**src/rtl/sdec_pkg.sv**
```systemverilog
package sdec_pkg;
    localparam logic [7:0] OP_SET_WEL = 8'h06;
    localparam logic [7:0] OP_SET_FLG = 8'h00;
    localparam logic [7:0] OP_CLR_WEL = 8'h04;
    localparam logic [7:0] OP_RD_STAT = 8'h05;
    localparam logic [7:0] OP_WR_STAT = 8'h01;

    typedef struct packed {
        logic       lock_en;
        logic       flag;
        logic [1:0] wd;
        logic [1:0] bl;
        logic       wel;
    } stat_t;
endpackage

```
**src/rtl/sdec_spi_rx.sv**
```systemverilog
module sdec_spi_rx #(
    parameter int CNT_W = 8
) (
    input  logic             clk,
    input  logic             rst_n,
    input  logic             sck,
    input  logic             cs_n,
    input  logic             mosi,
    output logic             sck_rise,
    output logic             sck_fall,
    output logic             cs_rise,
    output logic [CNT_W-1:0] cnt,
    output logic [7:0]       rx_next
);
    localparam logic [CNT_W-1:0] CNT_MAX = {CNT_W{1'b1}};

    typedef struct packed {
        logic             sck;
        logic             csn;
        logic [CNT_W-1:0] cnt;
        logic [7:0]       rx;
    } rx_t;

    rx_t d, q;

    always_comb begin
        sck_rise = sck & ~q.sck & ~cs_n;
        sck_fall = ~sck & q.sck & ~cs_n;
        cs_rise  = cs_n & ~q.csn;
        rx_next  = {q.rx[6:0], mosi};
        cnt      = q.cnt;
        d        = q;
        d.sck    = sck;
        d.csn    = cs_n;
        if (cs_n) begin
            d.cnt = '0;
        end else if (sck_rise) begin
            d.rx = rx_next;
            if (q.cnt != CNT_MAX) d.cnt = q.cnt + 1'b1;
        end
    end

    always_ff @(posedge clk or negedge rst_n) begin
        if (!rst_n) begin
            q <= '{sck: 1'b0, csn: 1'b1, cnt: '0, rx: '0};
        end else begin
            q <= d;
        end
    end

    // the bit count moves only on a rising serial clock inside a frame
    p_cnt_hold_r2: assert property (@(posedge clk) disable iff (!rst_n)
        (!cs_n && !$past(cs_n) && !$past(sck_rise)) |-> $stable(cnt));
endmodule

```
**src/rtl/sdec_busy.sv**
```systemverilog
module sdec_busy #(
    parameter int CYCLES = 1000
) (
    input  logic clk,
    input  logic rst_n,
    input  logic start,
    output logic busy,
    output logic done
);
    localparam int BW = $clog2(CYCLES + 1);

    logic [BW-1:0] cnt_d, cnt_q;

    always_comb begin
        cnt_d = cnt_q;
        if (start && cnt_q == '0) cnt_d = BW'(CYCLES);
        else if (cnt_q != '0)     cnt_d = cnt_q - 1'b1;
        busy = (cnt_q != '0);
        done = (cnt_q == BW'(1));
    end

    always_ff @(posedge clk or negedge rst_n) begin
        if (!rst_n) cnt_q <= '0;
        else        cnt_q <= cnt_d;
    end

    // the count never exceeds the configured length
    p_cnt_bound_r8: assert property (@(posedge clk) disable iff (!rst_n)
        cnt_q <= BW'(CYCLES));
    // a new write is never launched while one runs
    p_start_idle_r9: assert property (@(posedge clk) disable iff (!rst_n)
        start |-> !busy);
endmodule

```
**src/rtl/sdec_top.sv**
```systemverilog
module sdec_top #(
    parameter int BUSY_CYCLES = 1000,
    parameter int CNT_W       = 8
) (
    input  logic       clk,
    input  logic       rst_n,
    input  logic       sck,
    input  logic       cs_n,
    input  logic       mosi,
    input  logic       guard_n,
    output logic       miso,
    output logic       miso_oe,
    output logic       wel_o,
    output logic       busy_o,
    output logic [1:0] wdog_sel,
    output logic [1:0] blk_sel
);
    import sdec_pkg::*;

    localparam logic [CNT_W-1:0] CNT_OP   = CNT_W'(8);
    localparam logic [CNT_W-1:0] CNT_DATA = CNT_W'(16);

    typedef struct packed {
        stat_t      st;
        logic [7:0] op;
        logic [7:0] dat;
        logic [7:0] tx;
        logic       oe;
    } top_t;

    top_t d, q;

    logic             sck_rise, sck_fall, cs_rise;
    logic [CNT_W-1:0] cnt;
    logic [7:0]       rx_next;
    logic             start, busy, done, locked;
    logic [7:0]       status_now;

    sdec_spi_rx #(.CNT_W(CNT_W)) u_rx (
        .clk(clk), .rst_n(rst_n), .sck(sck), .cs_n(cs_n), .mosi(mosi),
        .sck_rise(sck_rise), .sck_fall(sck_fall), .cs_rise(cs_rise),
        .cnt(cnt), .rx_next(rx_next)
    );

    sdec_busy #(.CYCLES(BUSY_CYCLES)) u_busy (
        .clk(clk), .rst_n(rst_n), .start(start), .busy(busy), .done(done)
    );

    always_comb begin
        d          = q;
        start      = 1'b0;
        status_now = {q.st, busy};
        locked     = ~guard_n & q.st.lock_en;
        d.oe       = ~cs_n;

        if (sck_rise) begin
            if (cnt == CNT_W'(7))  d.op  = rx_next;
            if (cnt == CNT_W'(15)) d.dat = rx_next;
        end

        if (sck_fall && cnt >= CNT_OP && q.op == OP_RD_STAT) begin
            if (cnt[2:0] == 3'd0) d.tx = status_now;
            else                  d.tx = {q.tx[6:0], 1'b0};
        end

        if (cs_rise && !busy) begin
            if (cnt == CNT_OP) begin
                unique case (q.op)
                    OP_SET_WEL: d.st.wel = 1'b1;
                    OP_SET_FLG: d.st.flag = 1'b1;
                    OP_CLR_WEL: begin
                        d.st.wel  = 1'b0;
                        d.st.flag = 1'b0;
                    end
                    default: ;
                endcase
            end else if (cnt == CNT_DATA && q.op == OP_WR_STAT && q.st.wel && !locked) begin
                d.st.lock_en = q.dat[7];
                d.st.flag    = q.dat[6];
                d.st.wd      = q.dat[5:4];
                d.st.bl      = q.dat[3:2];
                start        = 1'b1;
            end
        end

        if (done) d.st.wel = 1'b0;
    end

    always_ff @(posedge clk or negedge rst_n) begin
        if (!rst_n) q <= '0;
        else        q <= d;
    end

    assign miso     = q.tx[7];
    assign miso_oe  = q.oe;
    assign wel_o    = q.st.wel;
    assign busy_o   = busy;
    assign wdog_sel = q.st.wd;
    assign blk_sel  = q.st.bl;

    // serial output moves only after a falling serial clock
    p_miso_fall_r4: assert property (@(posedge clk) disable iff (!rst_n)
        !$stable(miso) |-> $past(sck_fall));
    // no drive while deselected
    p_oe_idle_r5: assert property (@(posedge clk) disable iff (!rst_n)
        $past(cs_n) |-> !miso_oe);
    // protected fields change only when no lock was active
    p_nv_lock_r7: assert property (@(posedge clk) disable iff (!rst_n)
        !$stable({q.st.lock_en, q.st.wd, q.st.bl}) |-> $past(!locked));
    // protected fields are frozen during busy
    p_nv_hold_r9: assert property (@(posedge clk) disable iff (!rst_n)
        (busy && $past(busy)) |-> $stable({q.st.lock_en, q.st.wd, q.st.bl}));
    // latch is clear once busy ends
    p_wel_done_r8: assert property (@(posedge clk) disable iff (!rst_n)
        $fell(busy_o) |-> !wel_o);
    // latch never rises from a command issued during busy
    p_wel_idle_r9: assert property (@(posedge clk) disable iff (!rst_n)
        $rose(wel_o) |-> $past(!busy));
endmodule

```
**config.mk**
```make
export PLATFORM = sky130hd
export DESIGN_NAME = sdec_top
export DESIGN_NICKNAME = d
export VERILOG_FILES = /design/src/rtl/sdec_pkg.sv /design/src/rtl/sdec_spi_rx.sv /design/src/rtl/sdec_busy.sv /design/src/rtl/sdec_top.sv
export SDC_FILE = /design/constraint.sdc
export NUM_CORES = 1
export LEC_CHECK = 0
export ABC_AREA = 1
export BUFFER_PORTS_ARGS = -buffer_cell sky130_fd_sc_hd__buf_2
export CORE_MARGIN = 2
export CORE_UTILIZATION = 63
export CTS_BUF_LIST = sky130_fd_sc_hd__clkbuf_2 sky130_fd_sc_hd__clkbuf_4 sky130_fd_sc_hd__clkbuf_8
export DETAILED_ROUTE_END_ITERATION = 10
export HOLD_SLACK_MARGIN = 0.12
export PLACE_DENSITY = 0.82
export SLEW_MARGIN = 0
export SYNTH_ARGS = -nofsm -noshare
export SYNTH_HDL_FRONTEND = slang
export SYNTH_SLANG_ARGS = --single-unit
```
**constraint.sdc**
```tcl
create_clock -name clk -period 1.9 [get_ports clk]
set_clock_uncertainty 0.15 [all_clocks]
set_input_delay 0.38 -clock clk [delete_from_list [all_inputs] [get_ports clk]]
set_output_delay 0.38 -clock clk [all_outputs]
set_load 0.02 [all_outputs]
```
==> Word-level counts from Yosys, hierarchy flattened <==
Cells that the tools add are included.
{ "word_totals": {"output_inout_bits": 8, "wordCells": 83, "in_bits": 6, "regBits": 60} }
{ "classes": {"n_reduce_logical": 27, "bitwise_logic": 12, "add_sub_neg": 2, "n_eq_ne": 11, "magnitude_cmp": 1, "muxes": 16} }
{ "ops": {"columns": ["operator", "n"], "rows": [
  ["equality test 8 x 3 -> 1 bit, second input constant", 4],
  ["two-way mux 8 bit", 3],
  ["two-way mux 10 bit", 2],
  ["equality test 8 x 4 -> 1 bit, second input constant", 2],
  ["two-way mux 16 bit", 1],
  ["nonzero test 2 bit", 6],
  ["equality test 10 x 1 -> 1 bit, second input constant", 1],
  ["zero test 10 bit", 1],
  ["nonzero test 10 bit", 1],
  ["subtractor 10 x 1 -> 10 bit, second input constant", 1],
  ["AND reduction 3 bit", 3],
  ["adder 8 x 1 -> 8 bit, second input constant", 1],
  ["equality test 8 x 1 -> 1 bit, second input constant", 1],
  ["equality test 8 x 5 -> 1 bit, second input constant", 1],
  [">= comparator 8 x 4 -> 1 bit, second input constant", 1],
  ["zero test 8 bit", 1],
  ["!= test 8 bit, second input constant", 1],
  ["AND reduction 2 bit", 4],
  ["logical AND 1 bit", 7],
  ["two-way mux 1 bit", 7],
  ["AND 1 bit", 6],
  ["inverter 1 bit", 6],
  ["two-way mux 5 bit", 1],
  ["case mux 1 bit (2 select lines)", 2],
  ["4 further kinds", 5]
]} }

==> Longest topological paths before layout <==
{ "depth": {"ltp_word": 9, "ltp_mapped": 11} }

==> By module <==
From an unflattened synthesis, not the netlist that was laid out.
{ "unflattened": {"cells_unflattened": 390, "hier_area_um2": 3175.5} }
{ "by_module_without_submodules": {"columns": ["mod", "instances", "area_each_um2", "cells_per_inst", "seq_area_each_um2"], "rows": [
  ["sdec_top", 1, 1557.7, 188, 750.7],
  ["sdec_spi_rx", 1, 967.2, 119, 426.7],
  ["sdec_busy", 1, 650.6, 83, 250.2]
]} }

==> Worst setup path after synthesis <==
OpenSTA, ideal clock, no wires.
{ "synth_path": {"kind": "flip-flop to flip-flop", "start": "reg u_busy.cnt_q[0]", "end": "reg q (netlist bit blk_sel[0])", "arrival_time_ps": 1441, "setup_time_ps": 116, "path_stages_with_launch": 11, "t_required_ps": 1634, "path_slack_ps": 192, "cell_sequence": "dfrtp_1 inv_1 ha_1 nand2_1 nor2_4 nand2_4 nor2_8 nand2_4 buf_6 nand2_1 nand2_1"} }
{ "synth_between": {"elab_chain_cells": 4} }
{ "synth_lines": {"columns": ["item", "line_no", "text"], "rows": [
  ["start, declared", "sdec_busy.sv:12", "logic [BW-1:0] cnt_d, cnt_q;"],
  ["start signal, assigned", "sdec_busy.sv:24", "else cnt_q <= cnt_d;"],
  ["nonzero test 10 bit", "sdec_busy.sv:18", "busy = (cnt_q != '0);"],
  ["net busy_o", "sdec_top.sv:14", "output logic busy_o,"],
  ["zero test 1 bit", "sdec_top.sv:66", "if (cs_rise && !busy) begin"],
  ["logical AND 1 bit", "sdec_top.sv:66", null],
  ["AND reduction 3 bit (no source line)", null, null],
  ["end signal, assigned", "sdec_top.sv:90", "if (!rst_n) q <= '0;"],
  ["end signal, assigned", "sdec_top.sv:91", "else q <= d;"],
  ["end, declared", "sdec_top.sv:31", "top_t d, q;"]
]} }
The timed path passes the listed nets, and every way through them passes these cells.
A chain may end at the register's enable or synchronous reset.

==> Final worst setup path <==
{ "layout_path": {"start": "reg u_busy.cnt_q[0]", "end": "out busy_o"} }
{ "layout_between": {"elab_chain_cells": 1} }
{ "layout_lines": {"columns": ["item", "line_no"], "rows": [
  ["nonzero test 10 bit", "sdec_busy.sv:18"],
  ["end, declared", "sdec_top.sv:14"]
]} }
No other way between the ends.

==> impl_metrics.env <==
export IMPL_status="complete, no violations"
export IMPL_overflow=0
export IMPL_clockBufferDepth=2
export IMPL_dieArea_mm2=0.00513
export IMPL_fill_cells=313
export IMPL_antennaDiodeCount=0
export IMPL_power_uw=2610
export IMPL_vias=2334
export IMPL_syn2layout_area_growth_pct=15.9
export IMPL_min_path_type="input port to flip-flop"
export IMPL_synthesis_area_mm2=0.00288
export IMPL_power_switching_uw=573
export IMPL_fin_nets=383
export IMPL_globalplace_congestion=0.954
export IMPL_crit_buf_inv=2
export IMPL_whs_ns=0.133
export IMPL_path_class="flip-flop to output port"
export IMPL_drt_initial_drc_count=277
export IMPL_multi_input_area_mm2=0.00125
export IMPL_final_max_slew_viol_count=0
export IMPL_wl_met1_mm=2.67
export IMPL_ys_seq_elements=57
export IMPL_final_util_pct=76.1
export IMPL_cp_max_fo=3
export IMPL_rr_worst_depth=6
export IMPL_ir_drop_mv=0.624
export IMPL_ys_seq_area_share_pct=49.6
export IMPL_startpoint_type="flip-flop"
export IMPL_clockPowerShare_pct=45.8
export IMPL_yosys_warnings=0
export IMPL_antenna_found_initial=0
export IMPL_synth_fp_nets=353
export IMPL_hold_viol_final=0
export IMPL_met2RoutedLength_mm=2.93
export IMPL_grt_usage_pct=25.7
export IMPL_rrSetupSlack_ns=0.14
export IMPL_cp_num_cells=6
export IMPL_dr_max_layer_used="met4"
export IMPL_drc_errors=0
export IMPL_min_to="u_rx.rx_next[1]"
export IMPL_holdCritStartpoint="mosi"
export IMPL_critPathCaptureType="output port"
export IMPL_cts_tree="done"
export IMPL_wire_per_inst_um=14.0
export IMPL_setup_viol=0
export IMPL_cts_root_buf="clkbuf_8"
export IMPL_rr_endpoint="q[17]"
export IMPL_layout_area_seq_mm2=0.00143
export IMPL_p_sw_share_pct=22.0
export IMPL_final_layout_size_suffix_gt1_share_pct=20.4
export IMPL_worst_ep_required_time_ns=1.37
export IMPL_grt_pass1_vias=2226
export IMPL_start_util_pct=65.7
export IMPL_die_h_um=71.6
export IMPL_dr_pass1_iters=5
export IMPL_io_buffer_count=13
export IMPL_slowest_stage="dfrtp_1"
export IMPL_p_per_area_mw_per_mm2=781
export IMPL_pin_count=14
export IMPL_cp_common_cell="nand2_4"
export IMPL_hold_depth=3
export IMPL_synthCells=343
export IMPL_tightest_slew_ns=0.498
export IMPL_core_mm2=0.00438
export IMPL_grt_pass1_wl_mm=10.1
export IMPL_insertion_delay_ns=0.34
export IMPL_cts_sinks=57
export IMPL_dieWidth_um=71.6
export IMPL_power_frac_comb_pct=5.7
export IMPL_crit_family="flip-flops"
export IMPL_post_route_period_util_pct=99.7
export IMPL_synth_area_per_cell_um2=8.40
export IMPL_synth_cell_types=33
export IMPL_leakage_uw=0.00169
export IMPL_max_slew_margin_pct=66.7
export IMPL_p_int_uw=2030
export IMPL_max_freq_mhz=528
export IMPL_route_met3_wl_um=262
export IMPL_clk_pin_slew_ns=0.07
export IMPL_antenna_left=0
export IMPL_rows=24
export IMPL_routed_via_density=5.44
export IMPL_cp_cell_sequence="inv_2 -> ha_4 -> nand2_4 -> nor2_4 -> nand2_4 -> buf_6"
export IMPL_crit_arrival_ns=1.36
export IMPL_fin_crit_ns=1.89
export IMPL_critPathMaxStageDelay_ns=0.40
export IMPL_rsz0062_at_grt="yes"
export IMPL_ctsHtreeMaxLevel=3
export IMPL_drv_cap=0
export IMPL_wl_mm=6.01
export IMPL_grt_start_max_net_pins=58
export IMPL_seq_power_share_pct=48.5
export IMPL_cts_buffers=9
export IMPL_post_dp_hpwl_mm=3.98
export IMPL_r2r_start="u_rx.cnt[1]"
==> Yosys cell counts (all sizes together) <==
cell    number  area (um2)
clkbuf       1        3.75
nand3b       1        7.51
dfstp        1        26.3
nand3       28         140
o211ai       3        32.5
inv         44         165
xor2         3        26.3
nand4       10        68.8
ha           4        50.1
nor2        31         165
a21oi        2        10.0
or2          4        25.0
o31ai        1        7.51
clkinv       1        5.00
mux2i        6        60.1
nor3         8        45.0
buf          9        60.1
dfrtp       56        1400
o21ai       42         210
nand2       88         370
==> power groups by stage <==
| stage | Combinational [uW] | Clock [uW] | Sequential, uW |
|---|---|---|---|
| 2_1_floorplan | 80.6 | 0 | 1280 |
| 5_1_grt | 167 | 1270 | 1270 |
| 3_3_place_gp | 142 | 0 | 1280 |
| 4_1_cts | 150 | 1210 | 1260 |
| 6_report | 148 | 1200 | 1260 |
| 3_5_place_dp | 144 | 0 | 1290 |
==> layout make-up <==
cell class | instances | share of cell area [%]
tap | 52 | 1.95
multi-input combinational | 231 | 37.4
inverter | 45 | 5.10
clock inverter | 2 | 1.05
clock buffer | 13 | 5.36
sequential | 57 | 42.8
timing repair buffer | 29 | 6.34
==> tightest hold or removal path: stages <==
cell     delay (ns)
buf_2          0.09
nand2_1        0.04
o21ai_0        0.06
==> what timing repair did <==
action | 4_1_cts | 5_1_grt
pin swaps | 2 | 3
buffers inserted | 5 | 3
endpoints found under the setup margin | 1 | 11
hold endpoints to repair | 58 | 0
gates resized for setup | 6 | 4
hold buffers | 3 | 0
==> cells by family after synthesis <==
family / Yosys count / synth area share, %
compound gates: 48 / 9.04
fa+ha+maj: 4 / 1.74
buf+inv: 55 / 8.12
simple gates: 170 / 28.5
mux: 6 / 2.09
flops: 57 / 49.6
xor+xnor: 3 / 0.912
==> stage by stage <==
stage                     worst slack [ns]  setup TNS (ns)  std cells  instance area (um2)
after floorplan                      0.192               0        343                 2880
after global placement               0.170               0        403                 3000
after detailed placement             0.132               0        403                 3000
after CTS                          0.00420               0        426                 3300
after global routing               -0.0560          -0.320        429                 3340
final                              0.00612               0        429                 3340
==> cell usage in the layout, fill, tap and decap left out <==
| cell type | count |
|---|---|
| nand2_1 | 81 |
| buf_6 | 1 |
| dlygate4sd3_1 | 3 |
| o211ai_1 | 1 |
| nand4_2 | 1 |
| buf_2 | 12 |
| nand3b_1 | 1 |
| o21ai_1 | 30 |
| dfstp_2 | 1 |
| nor2_8 | 1 |
| nor2_4 | 4 |
| o31ai_1 | 1 |
| ha_1 | 3 |
| nor3_1 | 6 |
| a21oi_1 | 2 |
| nand4_1 | 9 |
| nor2_1 | 23 |
| buf_12 | 1 |
| nor2_2 | 3 |
| o211ai_2 | 2 |
| clkinv_2 | 2 |
| nand2_2 | 1 |
| buf_4 | 12 |
| nand2_4 | 6 |
| ha_4 | 1 |
| o21ai_0 | 12 |
| inv_1 | 35 |
| or2_2 | 4 |
| clkbuf_8 | 13 |
| dfrtp_1 | 56 |
| xor2_1 | 3 |
| nand3_1 | 28 |
| bufinv_16 | 1 |
| mux2i_1 | 6 |
| nor3_2 | 2 |
| inv_2 | 9 |
==> state kept, by name, indices dropped and copies added (netlist names) <==
| signal | cells |
|---|---|
| blk_sel | 2 |
| u_busy.cnt_q | 10 |
| miso_oe | 1 |
| u_rx.cnt | 8 |
| wdog_sel | 2 |
| u_rx.q | 2 |
| u_rx.rx_next | 7 |
| wel_o | 1 |
| q | 23 |
| miso | 1 |
==> how the worst max path moves through the flow <==
stage | start | end | slack (ns)
floorplan | u_busy.cnt_q[0] | blk_sel[0] | 0.19
global placement | u_busy.cnt_q[0] | busy_o | 0.17
detailed placement | u_busy.cnt_q[0] | busy_o | 0.13
CTS | u_busy.cnt_q[0] | busy_o | 0.004
global route | u_rx.cnt[6] | q[15] | -0.06
finish | u_busy.cnt_q[0] | busy_o | 0.006
==> metal layers <==
layer | track usage [%] | up-vias
met5 | 0 | -
met4 | 13.0 | 0
met3 | 6.33 | 15
met2 | 39.5 | 64
met1 | 34.1 | 1085
li1 | - | 1170
Note: power is estimated with default switching activity, not from simulation.
